===== src/rtl/thr_seq_pkg.sv =====
package thr_seq_pkg;
  typedef enum logic [0:0] {
    ST_IDLE = 1'b0,
    ST_RUN  = 1'b1
  } seq_state_e;
endpackage


===== src/rtl/thr_seq_tbl.sv =====
module thr_seq_tbl #(
  parameter int unsigned N_ENTRY = 16,
  parameter int unsigned IDX_W   = 4,
  parameter int unsigned ENT_W   = 13
) (
  input  logic             clk_i,
  input  logic             rst_ni,
  input  logic             we_i,
  input  logic             lock_i,
  input  logic [IDX_W-1:0] waddr_i,
  input  logic [ENT_W-1:0] wdata_i,
  input  logic [IDX_W-1:0] raddr_i,
  output logic [ENT_W-1:0] rdata_o,
  input  logic [IDX_W-1:0] chk_idx_i,
  output logic             chk_valid_o
);
  logic [ENT_W-1:0]   mem_q [N_ENTRY];
  logic [N_ENTRY-1:0] valid_q;
  logic [N_ENTRY-1:0] wen;

  for (genvar g = 0; g < N_ENTRY; g++) begin : g_wen
    assign wen[g] = we_i && !lock_i && (waddr_i == IDX_W'(g));
  end

  always_ff @(posedge clk_i or negedge rst_ni) begin
    if (!rst_ni) begin
      valid_q <= '0;
      for (int i = 0; i < N_ENTRY; i++) mem_q[i] <= '0;
    end else begin
      for (int i = 0; i < N_ENTRY; i++) begin
        if (wen[i]) begin
          mem_q[i]   <= wdata_i;
          valid_q[i] <= 1'b1;
        end
      end
    end
  end

  assign rdata_o     = mem_q[raddr_i];
  assign chk_valid_o = valid_q[chk_idx_i];

  // table frozen while running
  a_r7_lock_valid: assert property (@(posedge clk_i) disable iff (!rst_ni)
    lock_i |=> $stable(valid_q));
  a_r7_lock_data: assert property (@(posedge clk_i) disable iff (!rst_ni)
    (lock_i && we_i) |=> mem_q[$past(waddr_i)] == $past(mem_q[waddr_i]));
endmodule


===== src/rtl/thr_seq_nxt.sv =====
module thr_seq_nxt #(
  parameter int unsigned IDX_W  = 4,
  parameter int unsigned SEL_W  = 3,
  parameter int unsigned N_TRIG = 8,
  parameter int unsigned ENT_W  = 13
) (
  input  logic [ENT_W-1:0]  entry_i,
  input  logic [N_TRIG-1:0] trig_i,
  output logic [IDX_W-1:0]  nxt_idx_o,
  output logic              last_o
);
  logic             is_branch;
  logic [SEL_W-1:0] sel;
  logic [IDX_W-1:0] idx_t, idx_f;

  assign is_branch = entry_i[ENT_W-1];
  assign last_o    = entry_i[ENT_W-2];
  assign sel       = entry_i[ENT_W-3 -: SEL_W];
  assign idx_t     = entry_i[2*IDX_W-1 -: IDX_W];
  assign idx_f     = entry_i[IDX_W-1:0];

  always_comb begin
    nxt_idx_o = idx_t;
    if (is_branch && !trig_i[sel]) nxt_idx_o = idx_f;
  end
endmodule


===== src/rtl/thr_seq_ctrl.sv =====
module thr_seq_ctrl
  import thr_seq_pkg::*;
#(
  parameter int unsigned IDX_W = 4
) (
  input  logic             clk_i,
  input  logic             rst_ni,
  input  logic             kick_i,
  input  logic [IDX_W-1:0] start_idx_i,
  input  logic             done_i,
  input  logic             irq_clr_i,
  input  logic             err_clr_i,
  input  logic [IDX_W-1:0] nxt_idx_i,
  input  logic             last_i,
  input  logic             cand_valid_i,
  output logic [IDX_W-1:0] chk_idx_o,
  output logic             busy_o,
  output logic [IDX_W-1:0] cur_o,
  output logic             req_o,
  output logic             irq_o,
  output logic             err_o
);
  seq_state_e       st_q;
  logic [IDX_W-1:0] cur_q;
  logic             req_q, irq_q, err_q;

  assign chk_idx_o = (st_q == ST_IDLE) ? start_idx_i : nxt_idx_i;

  always_ff @(posedge clk_i or negedge rst_ni) begin
    if (!rst_ni) begin
      st_q  <= ST_IDLE;
      cur_q <= '0;
      req_q <= 1'b0;
      irq_q <= 1'b0;
      err_q <= 1'b0;
    end else begin
      req_q <= 1'b0;
      if (irq_clr_i) irq_q <= 1'b0;
      if (err_clr_i) err_q <= 1'b0;
      unique case (st_q)
        ST_IDLE: begin
          if (kick_i && !err_q) begin
            if (cand_valid_i) begin
              st_q  <= ST_RUN;
              cur_q <= start_idx_i;
              req_q <= 1'b1;
            end else begin
              err_q <= 1'b1;
            end
          end
        end
        ST_RUN: begin
          if (done_i) begin
            if (last_i) begin
              st_q  <= ST_IDLE;
              irq_q <= 1'b1;
            end else if (cand_valid_i) begin
              cur_q <= nxt_idx_i;
              req_q <= 1'b1;
            end else begin
              st_q  <= ST_IDLE;
              err_q <= 1'b1;
            end
          end
        end
        default: st_q <= ST_IDLE;
      endcase
    end
  end

  assign busy_o = (st_q == ST_RUN);
  assign cur_o  = cur_q;
  assign req_o  = req_q;
  assign irq_o  = irq_q;
  assign err_o  = err_q;

  // request only while running
  a_r2_req_running: assert property (@(posedge clk_i) disable iff (!rst_ni)
    req_q |-> st_q == ST_RUN);
  // kick ignored while running without completion
  a_r2_hold_busy: assert property (@(posedge clk_i) disable iff (!rst_ni)
    (st_q == ST_RUN && !done_i) |=> $stable(cur_q) && !req_q);
  // completion interrupt leaves sequencer idle
  a_r5_irq_idle: assert property (@(posedge clk_i) disable iff (!rst_ni)
    $rose(irq_q) |-> st_q == ST_IDLE && !req_q);
  // error halts
  a_r6_err_halts: assert property (@(posedge clk_i) disable iff (!rst_ni)
    $rose(err_q) |-> st_q == ST_IDLE && !req_q && $stable(cur_q));
  // idle without kick stays idle
  a_r8_idle_quiet: assert property (@(posedge clk_i) disable iff (!rst_ni)
    (st_q == ST_IDLE && !kick_i) |=> st_q == ST_IDLE && !req_q);
endmodule


===== src/rtl/thr_seq.sv =====
module thr_seq #(
  parameter int unsigned N_ENTRY = 16,
  parameter int unsigned N_TRIG  = 8,
  localparam int unsigned IDX_W  = $clog2(N_ENTRY),
  localparam int unsigned SEL_W  = $clog2(N_TRIG),
  localparam int unsigned ENT_W  = 2 + SEL_W + 2*IDX_W
) (
  input  logic              clk_i,
  input  logic              rst_ni,
  input  logic              tbl_we_i,
  input  logic [IDX_W-1:0]  tbl_addr_i,
  input  logic [ENT_W-1:0]  tbl_data_i,
  input  logic              kick_i,
  input  logic [IDX_W-1:0]  start_idx_i,
  input  logic              done_i,
  input  logic [N_TRIG-1:0] trig_i,
  input  logic              irq_clr_i,
  input  logic              err_clr_i,
  output logic              busy_o,
  output logic [IDX_W-1:0]  cur_thread_o,
  output logic              switch_req_o,
  output logic              irq_o,
  output logic              err_o
);
  logic [ENT_W-1:0] cur_entry;
  logic [IDX_W-1:0] nxt_idx, chk_idx, cur_idx;
  logic             last, cand_valid, busy;

  thr_seq_tbl #(.N_ENTRY(N_ENTRY), .IDX_W(IDX_W), .ENT_W(ENT_W)) u_tbl (
    .clk_i      (clk_i),
    .rst_ni     (rst_ni),
    .we_i       (tbl_we_i),
    .lock_i     (busy),
    .waddr_i    (tbl_addr_i),
    .wdata_i    (tbl_data_i),
    .raddr_i    (cur_idx),
    .rdata_o    (cur_entry),
    .chk_idx_i  (chk_idx),
    .chk_valid_o(cand_valid)
  );

  thr_seq_nxt #(.IDX_W(IDX_W), .SEL_W(SEL_W), .N_TRIG(N_TRIG), .ENT_W(ENT_W)) u_nxt (
    .entry_i  (cur_entry),
    .trig_i   (trig_i),
    .nxt_idx_o(nxt_idx),
    .last_o   (last)
  );

  thr_seq_ctrl #(.IDX_W(IDX_W)) u_ctrl (
    .clk_i       (clk_i),
    .rst_ni      (rst_ni),
    .kick_i      (kick_i),
    .start_idx_i (start_idx_i),
    .done_i      (done_i),
    .irq_clr_i   (irq_clr_i),
    .err_clr_i   (err_clr_i),
    .nxt_idx_i   (nxt_idx),
    .last_i      (last),
    .cand_valid_i(cand_valid),
    .chk_idx_o   (chk_idx),
    .busy_o      (busy),
    .cur_o       (cur_idx),
    .req_o       (switch_req_o),
    .irq_o       (irq_o),
    .err_o       (err_o)
  );

  assign busy_o       = busy;
  assign cur_thread_o = cur_idx;
endmodule


===== config.mk =====
export PLATFORM = sky130hd
export DESIGN_NAME = thr_seq
export DESIGN_NICKNAME = d
export VERILOG_FILES = /design/src/rtl/thr_seq_pkg.sv /design/src/rtl/thr_seq_tbl.sv /design/src/rtl/thr_seq_nxt.sv /design/src/rtl/thr_seq_ctrl.sv /design/src/rtl/thr_seq.sv
export SDC_FILE = /design/constraint.sdc
export NUM_CORES = 1
export LEC_CHECK = 0
export ABC_AREA = 1
export BUFFER_PORTS_ARGS = -buffer_cell sky130_fd_sc_hd__buf_2
export CAP_MARGIN = 20
export CORE_MARGIN = 10
export CORE_UTILIZATION = 40
export DETAILED_ROUTE_END_ITERATION = 12
export GPL_ROUTABILITY_DRIVEN = 0
export SYNTH_ARGS = -nofsm -noshare
export SYNTH_HDL_FRONTEND = slang
export SYNTH_SLANG_ARGS = --single-unit

===== constraint.sdc =====
create_clock -name clk_i -period 4.5 [get_ports clk_i]
set_input_delay 0.225 -clock clk_i [delete_from_list [all_inputs] [get_ports clk_i]]
set_output_delay 0.225 -clock clk_i [all_outputs]
set_load 0.03 [all_outputs]

==> metrics.md <==
| Metric | Value |
|---|---|
| Final number of setup-violating endpoints | 0 |
| CTS tree | built |
| Worst IR Drop VDD | 294 uV |
| Maximum fanout along the worst path | 63 |
| Synthesized instance count | 1272 |
| Static power due to leakage | 5.60 nW |
| Global-route wire length before repair | approximately 50000 um |
| Number of core rows | 59 |
| Transition time at the pin with the least slew margin | 1.03 ns |
| CP dominant cell by count | sky130_fd_sc_hd__nand2_1 |
| Dominant cell type by area after synthesis | sky130_fd_sc_hd__dfrtp_1 |
| Warnings, synthesis | 0 |
| Startpoint types | register |
| Ports | 44 |
| Die Outline Area | 33600 um^2 |
| Placed wire-length estimate | 17900 um |
| Number of library cell types mapped by synthesis | 32 |
| H-tree lvl count | 1 |
| Overall fraction of global-route tracks in use | approximately 18% |
| Clock edge transition at the registers on the reported setup and hold paths | about 0.06 ns |
| First drt pass iteration count | 8 |
| Series of cell instances along the critical path | inv_4 > nand2_1 > nand2_1 > nand2_1 > nand3_1 > nand3_2 > nand2_2 > nand2_1 > nand3_1 > nand3_2 > nand3_4 > nand2_1 > o211ai_1 > nand2_1 > nand3_1 > nand3_1 > nand2_1 > nand2_1 > nand2_4 > nand2_4 > nand2_1 > nand2_1 |
| Master cell of the clock root buffer | sky130_fd_sc_hd__clkbuf_16 |
| Sequential-to-total area share from yosys stat | between 50% and 60% |
| Post-route ant nets | 0 |
| Die Y | 183 um |
| Number of violations reported at the end of detailed-routing iteration 0 | 1013 |
| Total design power | 0.00429 W |
| Cell with the largest stage delay on the worst path | sky130_fd_sc_hd__dfrtp_4 |
| Path category of the worst min-delay check | primary input to register |
| P per Cell Area | 358 nW/um^2 |
| Drt wl/cell | around 19 um |
| Drt via density | between 5 and 6 |
| Number of global-route vias before repair | 8805 |
| Hold violation count in the final report | 0 |
| Synth Area in XOR/XNOR | 0% |
| Storage element area | ~5800 um^2 |
| Area of the multi-input gates | 4120 um^2 |
| Count of final max-slew check failures | 0 |
| Outcome | completed |
| TNS Setup | 0 ns |
| Quantity of gates resized following cts | 0 |
| Area inside the core boundary | roughly 26000 um^2 |
| Max transition margin | 30.9% |
| Start-to-end type of the worst setup path | register to register |
| Worst-case clock buffer depth | 3 |
| Basic-gate share of the synthesized area counting and, or, nand and nor cells | 21.8% |
| Period utilisation layout | 80.7% |
| Total wire length | 30800 um |
| Dominant combinational cell family by area after synthesis | simple AND/OR/NAND/NOR gates |
| Clock buffer count from CTS | 26 |
| Synth-to-layout area growth | 12.5% |
| Effective utilization at floorplan | 40.8% |
| Number of antenna cells inserted | 0 |
| Cell types occupying the most area after synthesis | sky130_fd_sc_hd__dfrtp_1, sky130_fd_sc_hd__nand2_1, sky130_fd_sc_hd__o21ai_0 |
| Worst endpoint data arrival time | a little over 4 ns |
| Synth Net Count | approximately 1300 |
| Initial antenna violation count | 0 |
| Fraction of layout cells with a size suffix above 1 | 9.97% |
| Mapped Avg Cell Area | between 8 and 9 um^2 |
| IO Port Bufs | 43 |
| Max Clock Freq | 275 MHz |
| Global route total overflow | 0 |
| Total standard cell area after synthesis | 10700 um^2 |
| Final critical delay including setup and external delays | 3.63 ns |
| Number of synthesized register bits | 232 |
| Post-layout net count | 1320 |
| Final setup skew | 0.0138 ns |
| Mux share of post-synthesis cell area | 0% |
| Final-layout worst hold slack | 0.0490 ns |
| Sum of buffers and inverters on the critical path | 1 |
| Placed insts | 1582 |
| Portion of synthesized cell area occupied by the leading cell type | 54.5% |
| Horizontal die dimension | ~180 um |
| Maximum single-stage delay on the critical path | 0.64 ns |
| Endpoint kind of the worst setup timing path | register |
| Synth Area in Adders | 0% |
| Count of clock tree sinks | 232 |
| Final cell count without fillers | 1639 |
| Final core utilization | 45.9% |
| Fraction of the mapped netlist area in compound gates | 16.9% |
| RSZ-0062 raised after global routing | no |
| DR vias | 8852 |
| Maximum number of pins on one net before global-route repair | 124 |
| Cell family with the largest share of critical-path delay | simple AND/OR/NAND/NOR gates |
| Max Cap Violations | 0 |
| Skew-Pair Late Insertion Delay | 0.53 ns |
| Remaining design rule violation count | 0 |
| Filler cell count | 2639 |
| Req. time, crit path | 4.91 ns |
==> cells in the final DEF (no fill, tap or decap), types with 18 or more instances in the layout <==
| master | netlist | final |
|---|---|---|
| sky130_fd_sc_hd__nand2_1 | 376 | 376 |
| sky130_fd_sc_hd__o21ai_0 | 261 | 261 |
| sky130_fd_sc_hd__dfrtp_1 | 232 | 230 |
| sky130_fd_sc_hd__nand3_1 | 99 | 99 |
| sky130_fd_sc_hd__nor2_1 | 62 | 62 |
| sky130_fd_sc_hd__inv_1 | 61 | 61 |
| sky130_fd_sc_hd__buf_2 | 13 | 42 |
| sky130_fd_sc_hd__clkbuf_16 | 0 | 27 |
| sky130_fd_sc_hd__o221ai_1 | 19 | 19 |
| sky130_fd_sc_hd__buf_4 | 13 | 18 |
==> synth_stat cells (all sizes together) <==
library cell and n:
a21oi 12, a221oi 4, a22o 2, a31oi 1
buf 38, clkbuf 50, dfrtp 232, inv 64
nand2 382, nand3 104, nand3b 4, nand4 1
nor2 62, nor3 2, o211ai 12, o21ai 268
o221ai 19, o22ai 12, or2 3
==> worst register-to-register path, cell delays in order, from the launching register on <==
cell and delay [ns]:
sky130_fd_sc_hd__dfrtp_4 0.64, sky130_fd_sc_hd__inv_4 0.59, sky130_fd_sc_hd__nand2_1 0.11, sky130_fd_sc_hd__nand2_1 0.08
sky130_fd_sc_hd__nand2_1 0.05, sky130_fd_sc_hd__nand3_1 0.10, sky130_fd_sc_hd__nand3_2 0.14, sky130_fd_sc_hd__nand2_2 0.15
sky130_fd_sc_hd__nand2_1 0.06, sky130_fd_sc_hd__nand3_1 0.08, sky130_fd_sc_hd__nand3_2 0.12, sky130_fd_sc_hd__nand3_4 0.19
sky130_fd_sc_hd__nand2_1 0.12, sky130_fd_sc_hd__o211ai_1 0.12, sky130_fd_sc_hd__nand2_1 0.19, sky130_fd_sc_hd__nand3_1 0.14
sky130_fd_sc_hd__nand3_1 0.09, sky130_fd_sc_hd__nand2_1 0.08, sky130_fd_sc_hd__nand2_1 0.09, sky130_fd_sc_hd__nand2_4 0.13
sky130_fd_sc_hd__nand2_4 0.08, sky130_fd_sc_hd__nand2_1 0.07, sky130_fd_sc_hd__nand2_1 0.09
==> final cells by class <==
class	instances	share of cell area, %
Tap cell	335	3.50
Clock inverter	7	0.522
Sequential cell	232	48.5
Inverter	64	2.02
Clock buffer	41	6.58
Multi-Input combinational cell	888	34.4
Timing Repair Buffer	72	4.51
==> kinds of logic after synthesis <==
kind of cell    after synthesis
compound gates              330
simple gates                558
flops                       232
buf+inv                     152
==> per-layer routing <==
metal | wire, um | vias to the layer above | part of all wire [%] | global-route usage, %
met3 | 1890 | 55 | 6.1 | 2.51
li1 | - | 4259 | - | -
met2 | 13300 | 307 | 43 | 28.2
met1 | 15000 | 4231 | 49 | 27.1
met5 | 0 | - | 0 | 0
met4 | 654 | 0 | 2.1 | 4.49
==> what timing repair did <==
action / CTS / global route
endpoints found under the hold margin: 123 / 0
setup buffers: 0 / 0
hold buffers: 3 / 0
==> metrics by stage <==
stage,instance area (um^2),setup WS (ns)
3_5_place_dp,11000,0.939
6_report,12000,0.868
5_1_grt,12000,0.544
2_1_floorplan,10700,1.93
4_1_cts,11900,0.930
3_3_place_gp,11000,1.05
==> sequential cells by signal (all words and copies together), names as in the netlist <==
| name | count |
|---|---|
| u_ctrl.busy_o | 1 |
| u_ctrl.cur_o | 4 |
| u_ctrl.err_o | 1 |
| u_ctrl.irq_o | 1 |
| u_ctrl.req_o | 1 |
| u_tbl.mem_q | 208 |
| u_tbl.valid_q | 16 |
==> power breakdown <==
| group | switching [W] | internal (W) | total [W] |
|---|---|---|---|
| combinational | 0.0000812 | 0.0000202 | 0.000101 |
| clock | 0.000846 | 0.00125 | 0.00210 |
| sequential | 0.000000442 | 0.00209 | 0.00209 |
| total | 0.000928 | 0.00336 | 0.00429 |
==> worst paths after layout <==
path | slack, ns | from | depth (start not counted) | endpoint
setup reg to reg | 0.87 | u_ctrl.cur_o[0] | 22 | u_ctrl.cur_o[0]
min in group asynchronous | 0.35 | rst_ni | 2 | u_tbl.mem_q[36]
setup / recovery | 0.87 | u_ctrl.cur_o[0] | 22 | u_ctrl.cur_o[0]
hold / removal | 0.05 | done_i | 3 | u_ctrl.irq_o
max in group asynchronous | 3.14 | rst_ni | 3 | u_tbl.mem_q[71]
hold reg to reg | 0.47 | u_tbl.valid_q[9] | 2 | u_tbl.valid_q[9]
Note: power is estimated with default switching activity, not from simulation.
